===== src/rtl/i2cs_pkg.sv =====
package i2cs_pkg;

    localparam int unsigned BYTE_W = 8;
    localparam int unsigned PTR_W  = 8;

    typedef enum logic [2:0] {
        LS_IDLE,
        LS_RX,
        LS_RX_ACK,
        LS_TX,
        LS_TX_ACK
    } link_state_e;

    typedef enum logic [1:0] {
        PH_ADDR,
        PH_PTR,
        PH_DATA
    } rx_phase_e;

    typedef struct packed {
        logic start;
        logic stop;
        logic scl_rise;
        logic scl_fall;
        logic sda;
    } bus_evt_t;

    typedef struct packed {
        logic              en;
        logic [PTR_W-1:0]  addr;
        logic [BYTE_W-1:0] data;
    } reg_wr_t;

    function automatic logic addr_hit(input logic [BYTE_W-1:0] b, input logic [6:0] dev);
        return b[7:1] == dev;
    endfunction

endpackage


===== src/rtl/i2cs_bus_edge.sv =====
module i2cs_bus_edge
    import i2cs_pkg::*;
(
    input  logic     clk,
    input  logic     rst,
    input  logic     scl_in,
    input  logic     sda_in,
    output bus_evt_t evt
);

    logic scl_q;
    logic sda_q;
    logic start_hold;
    logic start_raw;
    logic stop_raw;

    always_comb begin
        start_raw = scl_in & scl_q & sda_q & ~sda_in;
        stop_raw  = scl_in & scl_q & ~sda_q & sda_in;
    end

    always_ff @(posedge clk) begin
        if (rst) begin
            scl_q      <= 1'b1;
            sda_q      <= 1'b1;
            start_hold <= 1'b0;
        end else begin
            scl_q <= scl_in;
            sda_q <= sda_in;
            if (start_raw)
                start_hold <= 1'b1;
            else if (!scl_in)
                start_hold <= 1'b0;
        end
    end

    always_comb begin
        evt.start    = start_raw;
        evt.stop     = stop_raw & ~start_hold;
        evt.scl_rise = scl_in & ~scl_q;
        evt.scl_fall = ~scl_in & scl_q;
        evt.sda      = sda_in;
    end

endmodule


===== src/rtl/i2cs_link.sv =====
module i2cs_link
    import i2cs_pkg::*;
#(
    parameter logic [6:0] DEV_ADDR = 7'h10
) (
    input  logic              clk,
    input  logic              rst,
    input  bus_evt_t          evt,
    input  logic [BYTE_W-1:0] rd_data,
    output logic              sda_oe,
    output reg_wr_t           wr_req,
    output logic              rd_pulse,
    output logic [PTR_W-1:0]  rd_addr
);

    localparam logic [3:0] BITS_FULL = 4'(BYTE_W);
    localparam logic [3:0] BITS_LAST = 4'(BYTE_W - 1);

    link_state_e       st;
    rx_phase_e         ph;
    logic [3:0]        cnt;
    logic [BYTE_W-1:0] shreg;
    logic [PTR_W-1:0]  ptr;
    logic              is_read;
    logic              ptr_armed;
    logic              busy;
    logic              use_preset;
    logic              nack;
    logic              oe_q;

    logic byte_done;
    logic load_tx;

    always_comb begin
        byte_done = evt.scl_fall && (st == LS_RX) && (cnt == BITS_FULL);
        load_tx   = evt.scl_fall &&
                    (((st == LS_RX_ACK) && is_read) || ((st == LS_TX_ACK) && !nack));
        rd_pulse  = load_tx;
        rd_addr   = ptr;
        wr_req.en   = byte_done && (ph == PH_DATA);
        wr_req.addr = ptr;
        wr_req.data = shreg;
        sda_oe    = oe_q;
    end

    always_ff @(posedge clk) begin
        if (rst) begin
            st         <= LS_IDLE;
            ph         <= PH_ADDR;
            cnt        <= '0;
            shreg      <= '0;
            ptr        <= '0;
            is_read    <= 1'b0;
            ptr_armed  <= 1'b0;
            busy       <= 1'b0;
            use_preset <= 1'b0;
            nack       <= 1'b0;
            oe_q       <= 1'b0;
        end else if (evt.stop) begin
            st        <= LS_IDLE;
            busy      <= 1'b0;
            ptr_armed <= 1'b0;
            oe_q      <= 1'b0;
        end else if (evt.start) begin
            st         <= LS_RX;
            ph         <= PH_ADDR;
            cnt        <= '0;
            oe_q       <= 1'b0;
            busy       <= 1'b1;
            use_preset <= busy && ptr_armed;
        end else begin
            unique case (st)
                LS_RX: begin
                    if (evt.scl_rise && (cnt != BITS_FULL)) begin
                        shreg <= {shreg[BYTE_W-2:0], evt.sda};
                        cnt   <= cnt + 4'd1;
                    end
                    if (byte_done) begin
                        cnt <= '0;
                        unique case (ph)
                            PH_ADDR: begin
                                if (addr_hit(shreg, DEV_ADDR)) begin
                                    is_read <= shreg[0];
                                    oe_q    <= 1'b1;
                                    st      <= LS_RX_ACK;
                                    if (shreg[0]) begin
                                        if (!use_preset)
                                            ptr <= '0;
                                    end else begin
                                        ph <= PH_PTR;
                                    end
                                end else begin
                                    st <= LS_IDLE;
                                end
                            end
                            PH_PTR: begin
                                ptr       <= shreg;
                                ptr_armed <= 1'b1;
                                ph        <= PH_DATA;
                                oe_q      <= 1'b1;
                                st        <= LS_RX_ACK;
                            end
                            default: begin
                                ptr  <= ptr + 1'b1;
                                oe_q <= 1'b1;
                                st   <= LS_RX_ACK;
                            end
                        endcase
                    end
                end
                LS_RX_ACK: begin
                    if (evt.scl_fall) begin
                        cnt <= '0;
                        if (is_read) begin
                            shreg <= rd_data;
                            ptr   <= ptr + 1'b1;
                            oe_q  <= ~rd_data[BYTE_W-1];
                            st    <= LS_TX;
                        end else begin
                            oe_q <= 1'b0;
                            st   <= LS_RX;
                        end
                    end
                end
                LS_TX: begin
                    if (evt.scl_fall) begin
                        if (cnt == BITS_LAST) begin
                            oe_q <= 1'b0;
                            st   <= LS_TX_ACK;
                        end else begin
                            shreg <= {shreg[BYTE_W-2:0], 1'b0};
                            oe_q  <= ~shreg[BYTE_W-2];
                            cnt   <= cnt + 4'd1;
                        end
                    end
                end
                LS_TX_ACK: begin
                    if (evt.scl_rise)
                        nack <= evt.sda;
                    if (evt.scl_fall) begin
                        if (!nack) begin
                            shreg <= rd_data;
                            ptr   <= ptr + 1'b1;
                            oe_q  <= ~rd_data[BYTE_W-1];
                            cnt   <= '0;
                            st    <= LS_TX;
                        end else begin
                            st <= LS_IDLE;
                        end
                    end
                end
                default: ;
            endcase
        end
    end

endmodule


===== src/rtl/i2cs_regfile.sv =====
module i2cs_regfile
    import i2cs_pkg::*;
#(
    parameter int unsigned NUM_REGS   = 29,
    parameter int unsigned NUM_STATUS = 2
) (
    input  logic                         clk,
    input  logic                         rst,
    input  reg_wr_t                      wr_req,
    input  logic                         rd_pulse,
    input  logic [PTR_W-1:0]             rd_addr,
    input  logic [NUM_STATUS*BYTE_W-1:0] evt_in,
    output logic [BYTE_W-1:0]            rd_data,
    output logic                         irq_pull,
    output logic [NUM_REGS*BYTE_W-1:0]   reg_bank
);

    localparam int unsigned IEN_IDX = NUM_STATUS;

    logic [BYTE_W-1:0] bank [NUM_REGS];
    logic              irq_q;
    logic              clr_main;

    for (genvar k = 0; k < NUM_REGS; k++) begin : g_reg
        localparam logic [PTR_W-1:0] IDX = PTR_W'(k);
        if (k < NUM_STATUS) begin : g_status
            logic clr_k;
            assign clr_k = rd_pulse && (rd_addr == IDX);
            always_ff @(posedge clk) begin
                if (rst)
                    bank[k] <= '0;
                else
                    bank[k] <= (clr_k ? '0 : bank[k]) | evt_in[k*BYTE_W +: BYTE_W];
            end
        end else begin : g_plain
            always_ff @(posedge clk) begin
                if (rst)
                    bank[k] <= '0;
                else if (wr_req.en && (wr_req.addr == IDX))
                    bank[k] <= wr_req.data;
            end
        end
        assign reg_bank[k*BYTE_W +: BYTE_W] = bank[k];
    end

    always_comb begin
        rd_data = '0;
        for (int k = 0; k < NUM_REGS; k++) begin
            if (rd_addr == PTR_W'(k))
                rd_data = bank[k];
        end
    end

    assign clr_main = rd_pulse && (rd_addr == '0);

    always_ff @(posedge clk) begin
        if (rst)
            irq_q <= 1'b0;
        else if (clr_main)
            irq_q <= 1'b0;
        else if (|(bank[0] & bank[IEN_IDX]))
            irq_q <= 1'b1;
    end

    assign irq_pull = irq_q;

endmodule


===== src/rtl/i2cs_regslave.sv =====
module i2cs_regslave
    import i2cs_pkg::*;
#(
    parameter logic [6:0]  DEV_ADDR   = 7'h10,
    parameter int unsigned NUM_REGS   = 29,
    parameter int unsigned NUM_STATUS = 2
) (
    input  logic                         clk,
    input  logic                         rst,
    input  logic                         scl_in,
    input  logic                         sda_in,
    input  logic [NUM_STATUS*8-1:0]      evt_in,
    output logic                         sda_pull,
    output logic                         irq_pull,
    output logic [NUM_REGS*8-1:0]        reg_bank
);

    bus_evt_t          bus_evt;
    reg_wr_t           wr_req;
    logic              rd_pulse;
    logic [PTR_W-1:0]  rd_addr;
    logic [BYTE_W-1:0] rd_data;

    i2cs_bus_edge u_edge (
        .clk    (clk),
        .rst    (rst),
        .scl_in (scl_in),
        .sda_in (sda_in),
        .evt    (bus_evt)
    );

    i2cs_link #(
        .DEV_ADDR (DEV_ADDR)
    ) u_link (
        .clk      (clk),
        .rst      (rst),
        .evt      (bus_evt),
        .rd_data  (rd_data),
        .sda_oe   (sda_pull),
        .wr_req   (wr_req),
        .rd_pulse (rd_pulse),
        .rd_addr  (rd_addr)
    );

    i2cs_regfile #(
        .NUM_REGS   (NUM_REGS),
        .NUM_STATUS (NUM_STATUS)
    ) u_regs (
        .clk      (clk),
        .rst      (rst),
        .wr_req   (wr_req),
        .rd_pulse (rd_pulse),
        .rd_addr  (rd_addr),
        .evt_in   (evt_in),
        .rd_data  (rd_data),
        .irq_pull (irq_pull),
        .reg_bank (reg_bank)
    );

endmodule


===== config.mk =====
export PLATFORM = sky130hd
export DESIGN_NAME = i2cs_regslave
export DESIGN_NICKNAME = d
export VERILOG_FILES = /design/src/rtl/i2cs_pkg.sv /design/src/rtl/i2cs_bus_edge.sv /design/src/rtl/i2cs_link.sv /design/src/rtl/i2cs_regfile.sv /design/src/rtl/i2cs_regslave.sv
export SDC_FILE = /design/constraint.sdc
export NUM_CORES = 1
export LEC_CHECK = 0
export BUFFER_PORTS_ARGS = -buffer_cell sky130_fd_sc_hd__buf_2
export CORE_ASPECT_RATIO = 0.7
export CORE_MARGIN = 1.5
export CORE_UTILIZATION = 37
export DETAILED_ROUTE_END_ITERATION = 10
export SLEW_MARGIN = 20
export SYNTH_ARGS = -nofsm -noshare
export SYNTH_HDL_FRONTEND = slang
export SYNTH_SLANG_ARGS = --single-unit

===== constraint.sdc =====
create_clock -name clk -period 3 [get_ports clk]
set_input_delay 0.15 -clock clk [delete_from_list [all_inputs] [get_ports clk]]
set_output_delay 0.15 -clock clk [all_outputs]
set_load 0.05 [all_outputs]

==> impl_metrics.env <==
export IMPL_syn_num_nets=1312
export IMPL_dp_cells=2032
export IMPL_max_stage_delay_ns=0.60
export IMPL_layout_drive_gt1_share=0.277
export IMPL_area_delta_synth_final_pct=26.7
export IMPL_r2r_start="u_link.rd_addr[1]"
export IMPL_postPlaceCellArea_um2=15500
export IMPL_hold_viol=0
export IMPL_drv_cap=0
export IMPL_switching_share=0.296
export IMPL_p_leak_nw=5.99
export IMPL_port_buffers=253
export IMPL_setup_worst_path_class="flip-flop to flip-flop"
export IMPL_cts_sinks=267
export IMPL_worstHoldStart="rst"
export IMPL_yosys_warnings=0
export IMPL_synth_area_leader_cell="edfxtp_1"
export IMPL_final_cells=2102
export IMPL_p_comb_frac=0.145
export IMPL_track_usage=0.294
export IMPL_cp_startpoint="u_link.rd_addr[1]"
export IMPL_vias_per_cell=6.04
export IMPL_first_pass_iters=7
export IMPL_die_w_um=228
export IMPL_ys_types=85
export IMPL_ir_drop_v=0.000448
export IMPL_cts_tree="yes"
export IMPL_seqPwrFrac=0.482
export IMPL_clkLatencyLatePin_ns=0.58
export IMPL_r2r_end="u_link.shreg[0]"
export IMPL_clock_tree_root_cell="clkbuf_16"
export IMPL_drc=0
export IMPL_cp_cell_sequence="inv_1 -> ha_1 -> buf_4 -> and3_1 -> a211oi_1 -> o2111a_1 -> nand3_1 -> o211ai_1 -> a21oi_1"
export IMPL_worstPathArrival_ns=3.51
export IMPL_hold_path_depth=2
export IMPL_rows=57
export IMPL_syn_area_um2=13100
export IMPL_wl_per_cell_um=26.3
export IMPL_worst_slew_pin_slew_ns=0.751
export IMPL_cts_setup_buffers=0
export IMPL_core_um2=34700
export IMPL_die_y_um=160
export IMPL_synth_edf_count=216
export IMPL_clock_power_share=0.372
export IMPL_slowest_stage="a211oi_1"
export IMPL_clock_skew_ns=0.0345
export IMPL_max_slew_margin=0.497
export IMPL_synthArstFlopShare=0
export IMPL_p_per_area_nw_per_um2=548
export IMPL_start_util=0.376
export IMPL_status="finished, violations left"
export IMPL_grt_pass1_vias=11500
export IMPL_reg2regPathDepth=9
export IMPL_grt_pass1_wl_um=77800
export IMPL_floorplan_io_pins=254
export IMPL_grt_max_degree=40
export IMPL_crit_path_max_fanout=11
export IMPL_setup_worst_path_start_class="flip-flop"
export IMPL_max_freq_mhz=324
export IMPL_drt_iter0_markers=1741
export IMPL_vias=12700
export IMPL_dp_hpwl_um=40300
export IMPL_die_area_um2=36500
export IMPL_min_period_ns=3.09
export IMPL_grt_ovfl_total=0
export IMPL_post_route_period_util=1.03
export IMPL_yosys_register_bits=267
export IMPL_setup_slack_ns=-0.0871
export IMPL_syn_avg_cell_area_um2=10.2
export IMPL_critPathCaptureType="flip-flop"
export IMPL_violations="negative setup slack"
export IMPL_switching_power_mw=2.69
export IMPL_h_tree_depth=1
export IMPL_antenna_left=0
export IMPL_p_int_mw=6.39
export IMPL_routed_wirelength_um=55200
export IMPL_setup_viol=1
export IMPL_final_area_um2=16600
export IMPL_synth_top_area_frac=0.496
export IMPL_path_clk_slew_ns=0.06
export IMPL_cts_made_buffers=28
export IMPL_synth_seq_area_share=0.574
export IMPL_ys_flop_type="edfxtp_1"
export IMPL_gp_congestion=0.957
export IMPL_cp_required_ns=3.42
export IMPL_fin_nets=1634
export IMPL_antenna_found_initial=2
export IMPL_min_to="u_link.shreg[7]"
export IMPL_cts_path_max_buffers=3
export IMPL_reg2reg_slack_ns=-0.09
export IMPL_drv_slew=0
export IMPL_synth_cells=1286
export IMPL_rsz0062_at_grt="false"
export IMPL_netlist_top_cells_area="edfxtp_1 (50%), dfxtp_1 (7.8%), nor2_1 (7.6%)"
export IMPL_hp_class="primary input to flip-flop"
==> worst max-delay path by stage <==
| stage | endpoint | slack [ns] | cells after the start |
|---|---|---|---|
| floorplan | u_regs.bank[1][0] | 0.26 | 8 |
| global placement | u_link.shreg[0] | 0.05 | 8 |
| detailed placement | u_link.shreg[5] | 0.16 | 10 |
| CTS | u_link.shreg[0] | 0.11 | 8 |
| global route | u_link.shreg[0] | 0.01 | 10 |
| finish | u_link.shreg[0] | -0.09 | 9 |
==> stage by stage <==
stage	util	setup WS [ns]	hold WS (ns)	setup TNS, ns	total power, mW
after floorplan	-	0.262	0.257	0	5.25
after global placement	0.446	0.0476	0.360	0	5.73
after detailed placement	0.446	0.157	0.359	0	5.73
after CTS	0.476	0.109	0.00191	0	9.09
after global routing	0.477	0.0113	0.0412	0	9.32
final	0.477	-0.0871	0.0251	-0.0871	9.08
==> logic make-up after synthesis <==
| family | count (synthesis) | synth area share |
|---|---|---|
| compound gates | 321 | 0.169 |
| fa+ha+maj | 6 | 0.00574 |
| buf+inv | 123 | 0.0388 |
| flops | 267 | 0.574 |
| mux | 7 | 0.00546 |
| simple gates | 562 | 0.207 |
==> cell type report <==
| class | count | area, µm² |
|---|---|---|
| fill | 3232 | 18200 |
| timing repair buffer | 394 | 2420 |
| clock buffer | 38 | 782 |
| sequential | 267 | 7510 |
| multi-input combinational | 896 | 5100 |
| inverter | 21 | 78.8 |
| antenna | 1 | 2.50 |
| tap | 472 | 591 |
| clock inverter | 13 | 85.1 |
==> power by group through the flow <==
| stage | logic, mW | registers [mW] | clock network [mW] |
|---|---|---|---|
| after floorplan | 0.295 | 4.96 | 0 |
| after global placement | 1.27 | 4.45 | 0 |
| after detailed placement | 1.28 | 4.45 | 0 |
| after CTS | 1.30 | 4.37 | 3.41 |
| after global routing | 1.37 | 4.39 | 3.56 |
| final | 1.32 | 4.38 | 3.38 |
==> worst max-delay path: cells and delay by family, from the launching register on <==
kind,cells,cell delay (ns)
and+or+nand+nor,2,0.31
buffers and inverters,2,0.37
adders and majority gates,1,0.30
DFF,1,0.43
AOI/OAI and AO/OA,4,1.51
==> Yosys cell counts (all sizes together), types with 10 or more instances <==
library cell and number:
nand2 83, o221ai 15, nand4 13, nand2b 19, inv 20, nand3 46, and2 34, buf 24
o21ai 65, nor3 30, a31oi 13, nor2 269, edfxtp 216, o211ai 13, clkbuf 78, a211oi 10
a21oi 73, o2111ai 10, o22ai 18, and3 15, dfxtp 51, a221oi 19
==> placed cells by master (no fill, tap or decap), drive strengths merged, types with 9 or more instances in the layout <==
cell type,n
inv,20
o221ai,15
a211oi,10
and2,34
a221oi,19
dlygate4sd3,18
clkinv,13
nor3b,9
and3,15
clkbuf,38
a31oi,13
edfxtp,216
dfxtp,51
o22ai,18
nand2b,19
o21ai,65
nand4,13
nand2,83
nor3,30
nand3,46
a21oi,73
buf,376
o2111ai,10
o211ai,13
nor2,269
==> repair_timing <==
item,4_1_cts,5_1_grt
endpoints found under the hold margin,20,0
gates resized for setup,0,5
hold buffers,18,0
endpoints found under the setup margin,0,5
==> flip-flops by register name (all words and copies together), names as in the netlist <==
register / count
u_regs.irq_pull: 1
u_edge.scl_q: 1
u_link.is_read: 1
u_link.sda_oe: 1
u_link.rd_addr: 8
u_edge.sda_q: 1
u_link.ptr_armed: 1
u_link.busy: 1
u_link.ph: 2
u_link.shreg: 8
u_link.st: 3
u_link.nack: 1
u_link.cnt: 4
u_regs.bank: 232
u_edge.start_hold: 1
u_link.use_preset: 1
==> metal layers <==
metal,vias to the layer above,part of all wire,global-route usage
met5,-,0,0
met4,0,0.029,0.0840
met3,104,0.14,0.0949
met2,967,0.41,0.404
met1,6178,0.42,0.437
li1,5444,-,-
No activity file was read; power rests on OpenSTA's default activity.
